===== src/rtl/sm3_pkg.sv =====
package sm3_pkg;
   localparam int WORD_W       = 32;
   localparam int NUM_WORDS    = 8;
   localparam int STATE_W      = WORD_W * NUM_WORDS;
   localparam int ROUNDS       = 64;
   localparam int SWITCH_ROUND = 16;
   localparam int RND_W        = $clog2(ROUNDS);
   localparam int ROT_W        = $clog2(WORD_W);

   localparam logic [WORD_W-1:0] T_LOW  = 32'h79cc4519;
   localparam logic [WORD_W-1:0] T_HIGH = 32'h7a879d8a;

   typedef logic [WORD_W-1:0] word_t;

   typedef struct packed {
      word_t a;
      word_t b;
      word_t c;
      word_t d;
      word_t e;
      word_t f;
      word_t g;
      word_t h;
   } sm3_state_t;

   function automatic word_t rotl(word_t x, int n);
      int m;
      m = n % WORD_W;
      if (m == 0) return x;
      return (x << m) | (x >> (WORD_W - m));
   endfunction

   function automatic word_t p0(word_t x);
      return x ^ rotl(x, 9) ^ rotl(x, 17);
   endfunction
endpackage


===== src/rtl/sm3_ctrl.sv =====
module sm3_ctrl
   import sm3_pkg::*;
#(
   parameter int N_ROUNDS = ROUNDS
) (
   input  logic             clk,
   input  logic             rst_n,
   input  logic             start_i,
   input  logic             valid_i,
   output logic             busy_o,
   output logic             done_o,
   output logic             begin_o,
   output logic             step_o,
   output logic             last_o,
   output logic [RND_W-1:0] rnd_o
);
   localparam logic [RND_W-1:0] LAST_RND = RND_W'(N_ROUNDS - 1);

   if (N_ROUNDS < 2 || N_ROUNDS > (1 << RND_W)) begin : g_bad_rounds
      $error("sm3_ctrl: N_ROUNDS out of range");
   end

   logic             busy_q;
   logic             done_q;
   logic [RND_W-1:0] rnd_q;

   assign begin_o = start_i && !busy_q;
   assign step_o  = busy_q && valid_i;
   assign last_o  = (rnd_q == LAST_RND);
   assign busy_o  = busy_q;
   assign done_o  = done_q;
   assign rnd_o   = rnd_q;

   always_ff @(posedge clk or negedge rst_n) begin
      if (!rst_n) begin
         busy_q <= 1'b0;
         done_q <= 1'b0;
         rnd_q  <= '0;
      end else begin
         done_q <= step_o && last_o;
         if (begin_o) begin
            busy_q <= 1'b1;
            rnd_q  <= '0;
         end else if (step_o) begin
            if (last_o) begin
               busy_q <= 1'b0;
               rnd_q  <= '0;
            end else begin
               rnd_q <= rnd_q + 1'b1;
            end
         end
      end
   end

   // each accepted pair moves exactly one round forward
   assert_round_step_R4: assert property (@(posedge clk) disable iff (!rst_n)
      (step_o && !last_o) |=> (rnd_q == $past(rnd_q) + 1'b1));

   // done lasts a single cycle
   assert_done_pulse_R4: assert property (@(posedge clk) disable iff (!rst_n)
      done_q |=> !done_q);

   // done only follows acceptance of the final pair
   assert_done_after_last_R4: assert property (@(posedge clk) disable iff (!rst_n)
      done_q |-> $past(step_o && last_o));

   // a stalled cycle keeps the round index
   assert_hold_on_stall_R5: assert property (@(posedge clk) disable iff (!rst_n)
      (busy_q && !valid_i) |=> (busy_q && $stable(rnd_q)));
endmodule


===== src/rtl/sm3_const_gen.sv =====
module sm3_const_gen
   import sm3_pkg::*;
#(
   parameter int CONST_STYLE = 1
) (
   input  logic             clk,
   input  logic             rst_n,
   input  logic             busy_i,
   input  logic             begin_i,
   input  logic             step_i,
   input  logic [RND_W-1:0] rnd_i,
   output word_t            k_o
);
   localparam logic [RND_W-1:0] HAND_OVER = RND_W'(SWITCH_ROUND - 1);
   localparam logic [RND_W-1:0] SWITCH_AT = RND_W'(SWITCH_ROUND);

   if (CONST_STYLE == 0) begin : g_barrel
      logic unused_const_ins;
      assign unused_const_ins = ^{clk, rst_n, busy_i, begin_i, step_i};
      assign k_o = rotl((rnd_i >= SWITCH_AT) ? T_HIGH : T_LOW, int'(rnd_i[ROT_W-1:0]));
   end else if (CONST_STYLE == 1) begin : g_step
      word_t k_q;
      always_ff @(posedge clk or negedge rst_n) begin
         if (!rst_n) begin
            k_q <= T_LOW;
         end else if (begin_i) begin
            k_q <= T_LOW;
         end else if (step_i) begin
            if (rnd_i == HAND_OVER) k_q <= rotl(T_HIGH, SWITCH_ROUND);
            else                    k_q <= rotl(k_q, 1);
         end
      end
      assign k_o = k_q;

      // stepped register agrees with the rotated base for the live round
      assert_const_sched_R8: assert property (@(posedge clk) disable iff (!rst_n)
         busy_i |-> (k_q == rotl((rnd_i >= SWITCH_AT) ? T_HIGH : T_LOW,
                                 int'(rnd_i[ROT_W-1:0]))));
   end else begin : g_bad_style
      $error("sm3_const_gen: CONST_STYLE must be 0 or 1");
   end
endmodule


===== src/rtl/sm3_round.sv =====
module sm3_round
   import sm3_pkg::*;
(
   input  sm3_state_t s_i,
   input  word_t      w_i,
   input  word_t      wp_i,
   input  word_t      k_i,
   input  logic       late_i,
   output sm3_state_t s_o
);
   word_t a_rot, ss1, ss2, ff_v, gg_v, tt1, tt2;

   always_comb begin
      a_rot = rotl(s_i.a, 12);
      ss1   = rotl(a_rot + s_i.e + k_i, 7);
      ss2   = ss1 ^ a_rot;
      if (late_i) begin
         ff_v = (s_i.a & s_i.b) | (s_i.a & s_i.c) | (s_i.b & s_i.c);
         gg_v = (s_i.e & s_i.f) | (~s_i.e & s_i.g);
      end else begin
         ff_v = s_i.a ^ s_i.b ^ s_i.c;
         gg_v = s_i.e ^ s_i.f ^ s_i.g;
      end
      tt1 = ff_v + s_i.d + ss2 + wp_i;
      tt2 = gg_v + s_i.h + ss1 + w_i;
      s_o.a = tt1;
      s_o.b = s_i.a;
      s_o.c = rotl(s_i.b, 9);
      s_o.d = s_i.c;
      s_o.e = p0(tt2);
      s_o.f = s_i.e;
      s_o.g = rotl(s_i.f, 19);
      s_o.h = s_i.g;
   end
endmodule


===== src/rtl/sm3_compress.sv =====
module sm3_compress
   import sm3_pkg::*;
#(
   parameter int                 CONST_STYLE = 1,
   parameter logic [STATE_W-1:0] DEFAULT_IV  =
      256'h7380166f_4914b2b9_172442d7_da8a0600_a96f30bc_163138aa_e38dee4d_b0fb0e4e
) (
   input  logic               clk,
   input  logic               rst_n,
   input  logic               load_iv,
   input  logic [STATE_W-1:0] iv,
   input  logic               start,
   input  logic               w_valid,
   output logic               w_ready,
   input  logic [WORD_W-1:0]  w_word,
   input  logic [WORD_W-1:0]  wp_word,
   output logic [STATE_W-1:0] digest,
   output logic               done
);
   localparam logic [RND_W-1:0] SWITCH_AT = RND_W'(SWITCH_ROUND);

   logic               busy_s, begin_s, step_s, last_s;
   logic [RND_W-1:0]   rnd_s;
   word_t              k_s;
   logic [STATE_W-1:0] chain_q;
   sm3_state_t         work_q, round_out;

   sm3_ctrl #(.N_ROUNDS(ROUNDS)) u_ctrl (
      .clk    (clk),
      .rst_n  (rst_n),
      .start_i(start),
      .valid_i(w_valid),
      .busy_o (busy_s),
      .done_o (done),
      .begin_o(begin_s),
      .step_o (step_s),
      .last_o (last_s),
      .rnd_o  (rnd_s)
   );

   sm3_const_gen #(.CONST_STYLE(CONST_STYLE)) u_kgen (
      .clk    (clk),
      .rst_n  (rst_n),
      .busy_i (busy_s),
      .begin_i(begin_s),
      .step_i (step_s),
      .rnd_i  (rnd_s),
      .k_o    (k_s)
   );

   sm3_round u_round (
      .s_i   (work_q),
      .w_i   (w_word),
      .wp_i  (wp_word),
      .k_i   (k_s),
      .late_i(rnd_s >= SWITCH_AT),
      .s_o   (round_out)
   );

   always_ff @(posedge clk or negedge rst_n) begin
      if (!rst_n) begin
         chain_q <= DEFAULT_IV;
         work_q  <= '0;
      end else begin
         if (begin_s)     work_q <= chain_q;
         else if (step_s) work_q <= round_out;
         if (step_s && last_s)                  chain_q <= chain_q ^ round_out;
         else if (!busy_s && !start && load_iv) chain_q <= iv;
      end
   end

   assign w_ready = busy_s;
   assign digest  = chain_q;

   // working words hold while the pair is missing
   assert_stall_hold_R5: assert property (@(posedge clk) disable iff (!rst_n)
      (w_ready && !w_valid) |=> $stable(work_q));

   // chaining value frozen during a block until the final round
   assert_chain_frozen_R11: assert property (@(posedge clk) disable iff (!rst_n)
      (w_ready && !(w_valid && last_s)) |=> $stable(digest));

   // engine is not accepting in the done cycle
   assert_done_not_ready_R4: assert property (@(posedge clk) disable iff (!rst_n)
      done |-> !w_ready);

   // a block start raises ready on the next cycle
   assert_start_ready_R3: assert property (@(posedge clk) disable iff (!rst_n)
      (start && !w_ready) |=> w_ready);
endmodule


===== config.mk =====
export PLATFORM = sky130hd
export DESIGN_NAME = sm3_compress
export DESIGN_NICKNAME = d
export VERILOG_FILES = /design/src/rtl/sm3_pkg.sv /design/src/rtl/sm3_ctrl.sv /design/src/rtl/sm3_const_gen.sv /design/src/rtl/sm3_round.sv /design/src/rtl/sm3_compress.sv
export SDC_FILE = /design/constraint.sdc
export NUM_CORES = 2
export LEC_CHECK = 0
export BUFFER_PORTS_ARGS = -buffer_cell sky130_fd_sc_hd__buf_2
export CORE_AREA = 2 2 244 427
export CTS_BUF_LIST = sky130_fd_sc_hd__clkbuf_16
export DETAILED_ROUTE_END_ITERATION = 10
export DIE_AREA = 0 0 246 429
export PLACE_DENSITY = 0.59
export SKIP_CTS_REPAIR_TIMING = 1
export SYNTH_ARGS = -nofsm -noshare
export SYNTH_HDL_FRONTEND = slang
export SYNTH_HIERARCHICAL = 1
export SYNTH_SLANG_ARGS = --single-unit

===== constraint.sdc =====
create_clock -name clk -period 7.2 [get_ports clk]
set_input_delay 1.44 -clock clk [delete_from_list [all_inputs] [get_ports clk]]
set_output_delay 1.44 -clock clk [all_outputs]
set_load 0.01 [all_outputs]

; ---- Word-level counts from Yosys, hierarchy flattened
; Index checks and enable logic that the tools add are counted.
[op_classes]
add_sub_neg = 9
n_lt_le_gt_ge = 1
eq_ne = 2
n_mux = 15
bitwise_logic = 24
reduce_logical = 11
[ops]
columns = cell, n
row1 = 2-to-1 mux 256 bit, 4
row2 = adder 32 bit, 8
row3 = XOR 256 bit, 1
row4 = XOR 32 bit, 7
row5 = bitwise AND 32 bit, 5
row6 = 2-to-1 mux 32 bit, 5
row7 = bitwise OR 32 bit, 3
row8 = bitwise OR 32 x 9 -> 32 bit, 2
row9 = NOT 32 bit, 1
row10 = bitwise OR 32 x 1 -> 32 bit, 1
row11 = bitwise OR 32 x 12 -> 32 bit, 1
row12 = bitwise OR 32 x 17 -> 32 bit, 1
row13 = bitwise OR 32 x 19 -> 32 bit, 1
row14 = bitwise OR 32 x 7 -> 32 bit, 1
row15 = 2-to-1 mux 6 bit, 3
row16 = adder 6 x 1 -> 6 bit (second input constant), 1
row17 = == test 6 x 4 -> 1 bit (second input constant), 1
row18 = == test 6 bit (second input constant), 1
row19 = >= comparator 6 x 5 -> 1 bit (second input constant), 1
row20 = nonzero test 2 bit, 3
row21 = logical AND 1 bit, 5
row22 = 2-to-1 mux 1 bit, 3
row23 = logical NOT 1 bit, 2
row24 = AND reduction 2 bit, 1
[word_totals]
regBits = 552
in_bits = 325
out_inout_bits = 258

; ---- Logic depth before layout (Yosys ltp)
[logic_depth]
depth_word = 12
ltp_mapped = 31

; ---- Modules after synthesis
; The synthesis kept the hierarchy.
[by_module_without_submodules]
columns = mod, n_inst, cells_per_inst, area_per_inst_um2, seq_area_each_um2
row1 = sm3_compress, 1, 2480, 25782.2, 12961.2
row2 = sm3_round, 1, 1521, 12899.9, 0.0
row3 = sm3_const_gen, 1, 134, 1473.9, 819.5
row4 = sm3_ctrl, 1, 40, 392.9, 200.2

; ---- Worst setup path after synthesis
; Ideal clock, no wire load.
[synth_path]
path_kind = register to register
from = register work_q[97] (netlist name)
to = register chain_q[102], in the netlist digest[102]
arrival_time_ps = 7112
required_time_ps = 7074
slack_ps = -38
stages_incl_launch_ff = 31
n_path_buf = 0
synth_period_minus_slack_ps = 7238
path_cell_list = dfrtp_1 -> inv_1 -> fa_1 -> inv_1 -> ha_1 -> fa_1 -> a21oi_1 -> o21ai_0 -> a31oi_1 -> o31ai_1 -> a41oi_1 -> nor2b_1 -> o21ai_1 -> xor2_1 -> fa_1 -> fa_1 -> ha_1 -> inv_1 -> fa_1 -> nor2b_1 -> o31ai_1 -> a221oi_2 -> a311oi_2 -> o41ai_2 -> a2111o_1 -> a31oi_1 -> xnor2_1 -> xnor2_1 -> nand2b_1 -> a21oi_1 -> a221o_1
[synth_lines]
columns = item, line
row1 = start: declaration, sm3_compress.sv:26  ; sm3_state_t work_q, round_out;
row2 = start signal: assignment, sm3_compress.sv:65  ; if (begin_s) work_q <= chain_q;
row3 = start signal: assignment, sm3_compress.sv:66  ; else if (step_s) work_q <= round_out;
row4 = end signal: assignment, sm3_compress.sv:67  ; if (step_s && last_s) chain_q <= chain_q ^ round_out;
row5 = end signal: assignment, sm3_compress.sv:68  ; else if (!busy_s && !start && load_iv) chain_q <= iv;
row6 = end: declaration, sm3_compress.sv:25  ; logic [STATE_W-1:0] chain_q;

==> summary.txt <==
Outcome
  – Status: finished with violations
  – Violated checks: setup timing

Synthesis
  – Cell Area, Synth: 40,500 sq um
  – Seq/Total Area, Yosys: 34.5%
  – Unique masters post-synth: 81
  – Ys Warns: 6
  – Largest cells by area after synthesis: dfrtp_1 26%, fa_1 9.3%, dfstp_2 8.7%, nand2b_1 8.1%, mux2i_1 7.2%
  – Synthesized instance count: 4,175
  – Yosys reg bits: 552
  – Synth top area share: 25.8%
  – Number of flops mapped to enable cells by yosys: 0
  – Syn_area_per_cell: 9.71 sq um
  – Post-synthesis async set-or-reset flop share: 100%
  – Top_reg_cell synth: dfrtp_1
  – Post-synth net total: 4,781
  – Biggest area consumer among synthesized cells: dfrtp_1

Global route
  – Initial antenna violation count: 14
  – Vias in the first global route: 34,400
  – Total global routing overflow: 0
  – Pin count of the biggest net entering global routing: 148
  – First-pass GRT wire length: 234,000 um
  – Total Routing Usage GR: 30.5%

Clock network
  – Worst-Skew Late Latency: 680 ps
  – CTS tree: built
  – Clk sinks: 552
  – CTS buffer count: 59
  – Root Driver: clkbuf_16
  – Worst-path clk slew: 70 ps
  – H-Tree Depth: 2
  – Clock Tree Buf Depth: 3

Placement
  – Post-DP Area: 45,700 sq um
  – Post-DP HPWL: 128,000 um
  – IO Port Bufs: 582
  – RePlAce Congestion: 1.02

Drt
  – Top routing layer in use: met5
  – Met3 wire length: 6910 um
  – WL met1: 57,200 um
  – Initial DRC Count: 2,316
  – WL final: 165,000 um
  – # DRC: 0
  – DR vias/cell: 5.55
  – Met2 routed wirelength: 84,600 um
  – Final antenna-violating net count: 0
  – DR pass1 iterations: 8
  – Vias: 34,500
  – Routed len/inst: 26.5 um

Layout
  – Layout cells sized above 1: 29.1%
  – Layout Nets: 5,425
  – P&R area growth vs syn: 22.5%
  – Final design instance area without fill: 49,700 sq um

Timing
  – Fmax: 0.132 GHz
  – RSZ-0062 raised after global routing: true
  – Period utilization: 105%
  – Measured slew at the worst slew-check pin: 1320 ps
  – Clock Skew: 28.9 ps
  – Headroom to the max-slew limit: 11.6%
  – Min Tclk post-route: 7590 ps
  – Final setup margin: -386 ps
  – Slew Limit Fails: 0
  – Final Hold Fails: 0
  – Hold_ws: 528 ps
  – # setup viols final: 69

Floorplanning
  – Full die area: 106,000 sq um
  – Initial Utilization: 39.8%
  – Die Wd: 246 um
  – CORE AREA: 102,000 sq um
  – Io pins: 583
  – Rows: 155
  – Die height: 429 um

Setup path
  – Cell family with most CP delay: adder cells
  – Endpoint type of the worst setup path: flip-flop
  – CP Max Fanout: 4
  – Critical path class: reg -> reg
  – WP data arrival: 8120 ps
  – Critical path startpoint category: flip-flop
  – WP depth: 33
  – Worst endpoint required time: 7740 ps
  – Worst Path Buf+Inv: 6
  – Critical Path Max Stage Delay: 540 ps
  – Most Frequent Cell on Critical Path: fa_1
  – Worst r2r path cells: 33
  – CP max-delay cell: fa_1

Min path
  – Hold Path Class: reg -> reg
  – Hold-critical path depth: 2

Flow run
  – Max-cap viol count: 0
[kinds of logic after synthesis]
group | after synthesis | synth area share (%)
DFF | 552 | 34.5
and+or+nand+nor | 1067 | 14.0
muxes | 303 | 7.51
adders and majority gates | 281 | 12.2
AOI/OAI and AO/OA | 1120 | 18.8
xor gates and xnor gates | 202 | 4.48
buffers and inverters | 650 | 8.58
[cells in the mapped netlist (all sizes together) (93+ instances only)]
cell / instances
nand2b: 525
dfrtp: 418
a21oi: 333
nand2: 321
buf: 309
o21ai: 309
mux2i: 293
a221o: 260
inv: 253
fa: 188
dfstp: 134
xnor2: 126
ha: 93
[registers in the layout, indices dropped and copies added, names as in the netlist]
register	flops
u_kgen/k_o	32
digest	256
u_ctrl/busy_o	1
work_q	256
u_ctrl/rnd_o	6
u_ctrl/done_o	1
[worst paths after layout]
path	slack, ps	start	endpoint
worst min register to register	530	digest[127]	work_q[127]
worst max register to register	-390	work_q[97]	digest[104]
worst max-delay path	-390	work_q[97]	digest[104]
max in group asynchronous	4940	rst_n	u_ctrl/rnd_o[5]
worst min-delay path	530	digest[127]	work_q[127]
min in group asynchronous	780	rst_n	digest[86]
[cells in the final DEF, fill, tap and decap left out, types with 9 or more instances in the layout]
cell type and n:
o21ai_0 249, nand2b_4 20, dfrtp_1 418, nand2_1 320, nor3_1 35, mux2_2 10
mux2i_1 292, clkinv_1 18, dfstp_2 134, a21oi_2 23, clkbuf_16 60, a21o_1 45
and3_1 11, o21ai_2 10, inv_1 264, xor2_1 55, xnor2_2 22, diode_2 9
xor2_2 11, nand3b_1 12, buf_4 328, o21a_1 11, o21ai_1 48, xnor2_4 28
nand3_1 17, a221o_1 260, buf_6 49, buf_12 20, nand2b_1 505, a311oi_2 12
xnor2_1 76, nor2b_1 27, ha_1 87, buf_2 581, fa_1 186, a31oi_1 30
nor2_1 74, a211oi_1 22, a21oi_1 306, o211ai_1 19
[layout make-up]
type	count	area, sq um
tap	1334	1670
multi-input combinational	2973	24800
sequential	552	14000
timing repair buffer	979	6340
inverter	254	961
clock buffer	60	1500
clock inverter	52	405
fill	9756	52100
antenna	9	22.5
[worst reg2reg max path: cells and delay by family (launching register included)]
family                   cells  cell delay (ps)
AO/OA/AOI/OAI               13             2510
adder cells (fa/ha/maj)      7             2770
buffers and inverters        6              710
XOR/XNOR                     3              470
AND/OR/NAND/NOR              4              630
flip-flops                   1              360
[through the flow]
stage          std cells  util, %  setup TNS [ps]  worst slack (ps)
4_1_cts             6182     46.7          -38810              -861
2_1_floorplan       4175        -               0              27.2
5_1_grt             6212     48.8          -41970              -716
3_3_place_gp        6070     44.9          -25740              -695
3_5_place_dp        6070     44.9          -34480              -855
6_report            6213     48.8          -12780              -386
[routing by layer]
layer	global-route usage (%)	up-vias
met5	0	-
li1	-	15700
met1	32.2	17200
met2	54.4	1204
met3	3.19	405
met4	24.3	6
Power is not shown: default switching activity piles up to over one toggle a cycle in this logic, so the estimate is an artifact.
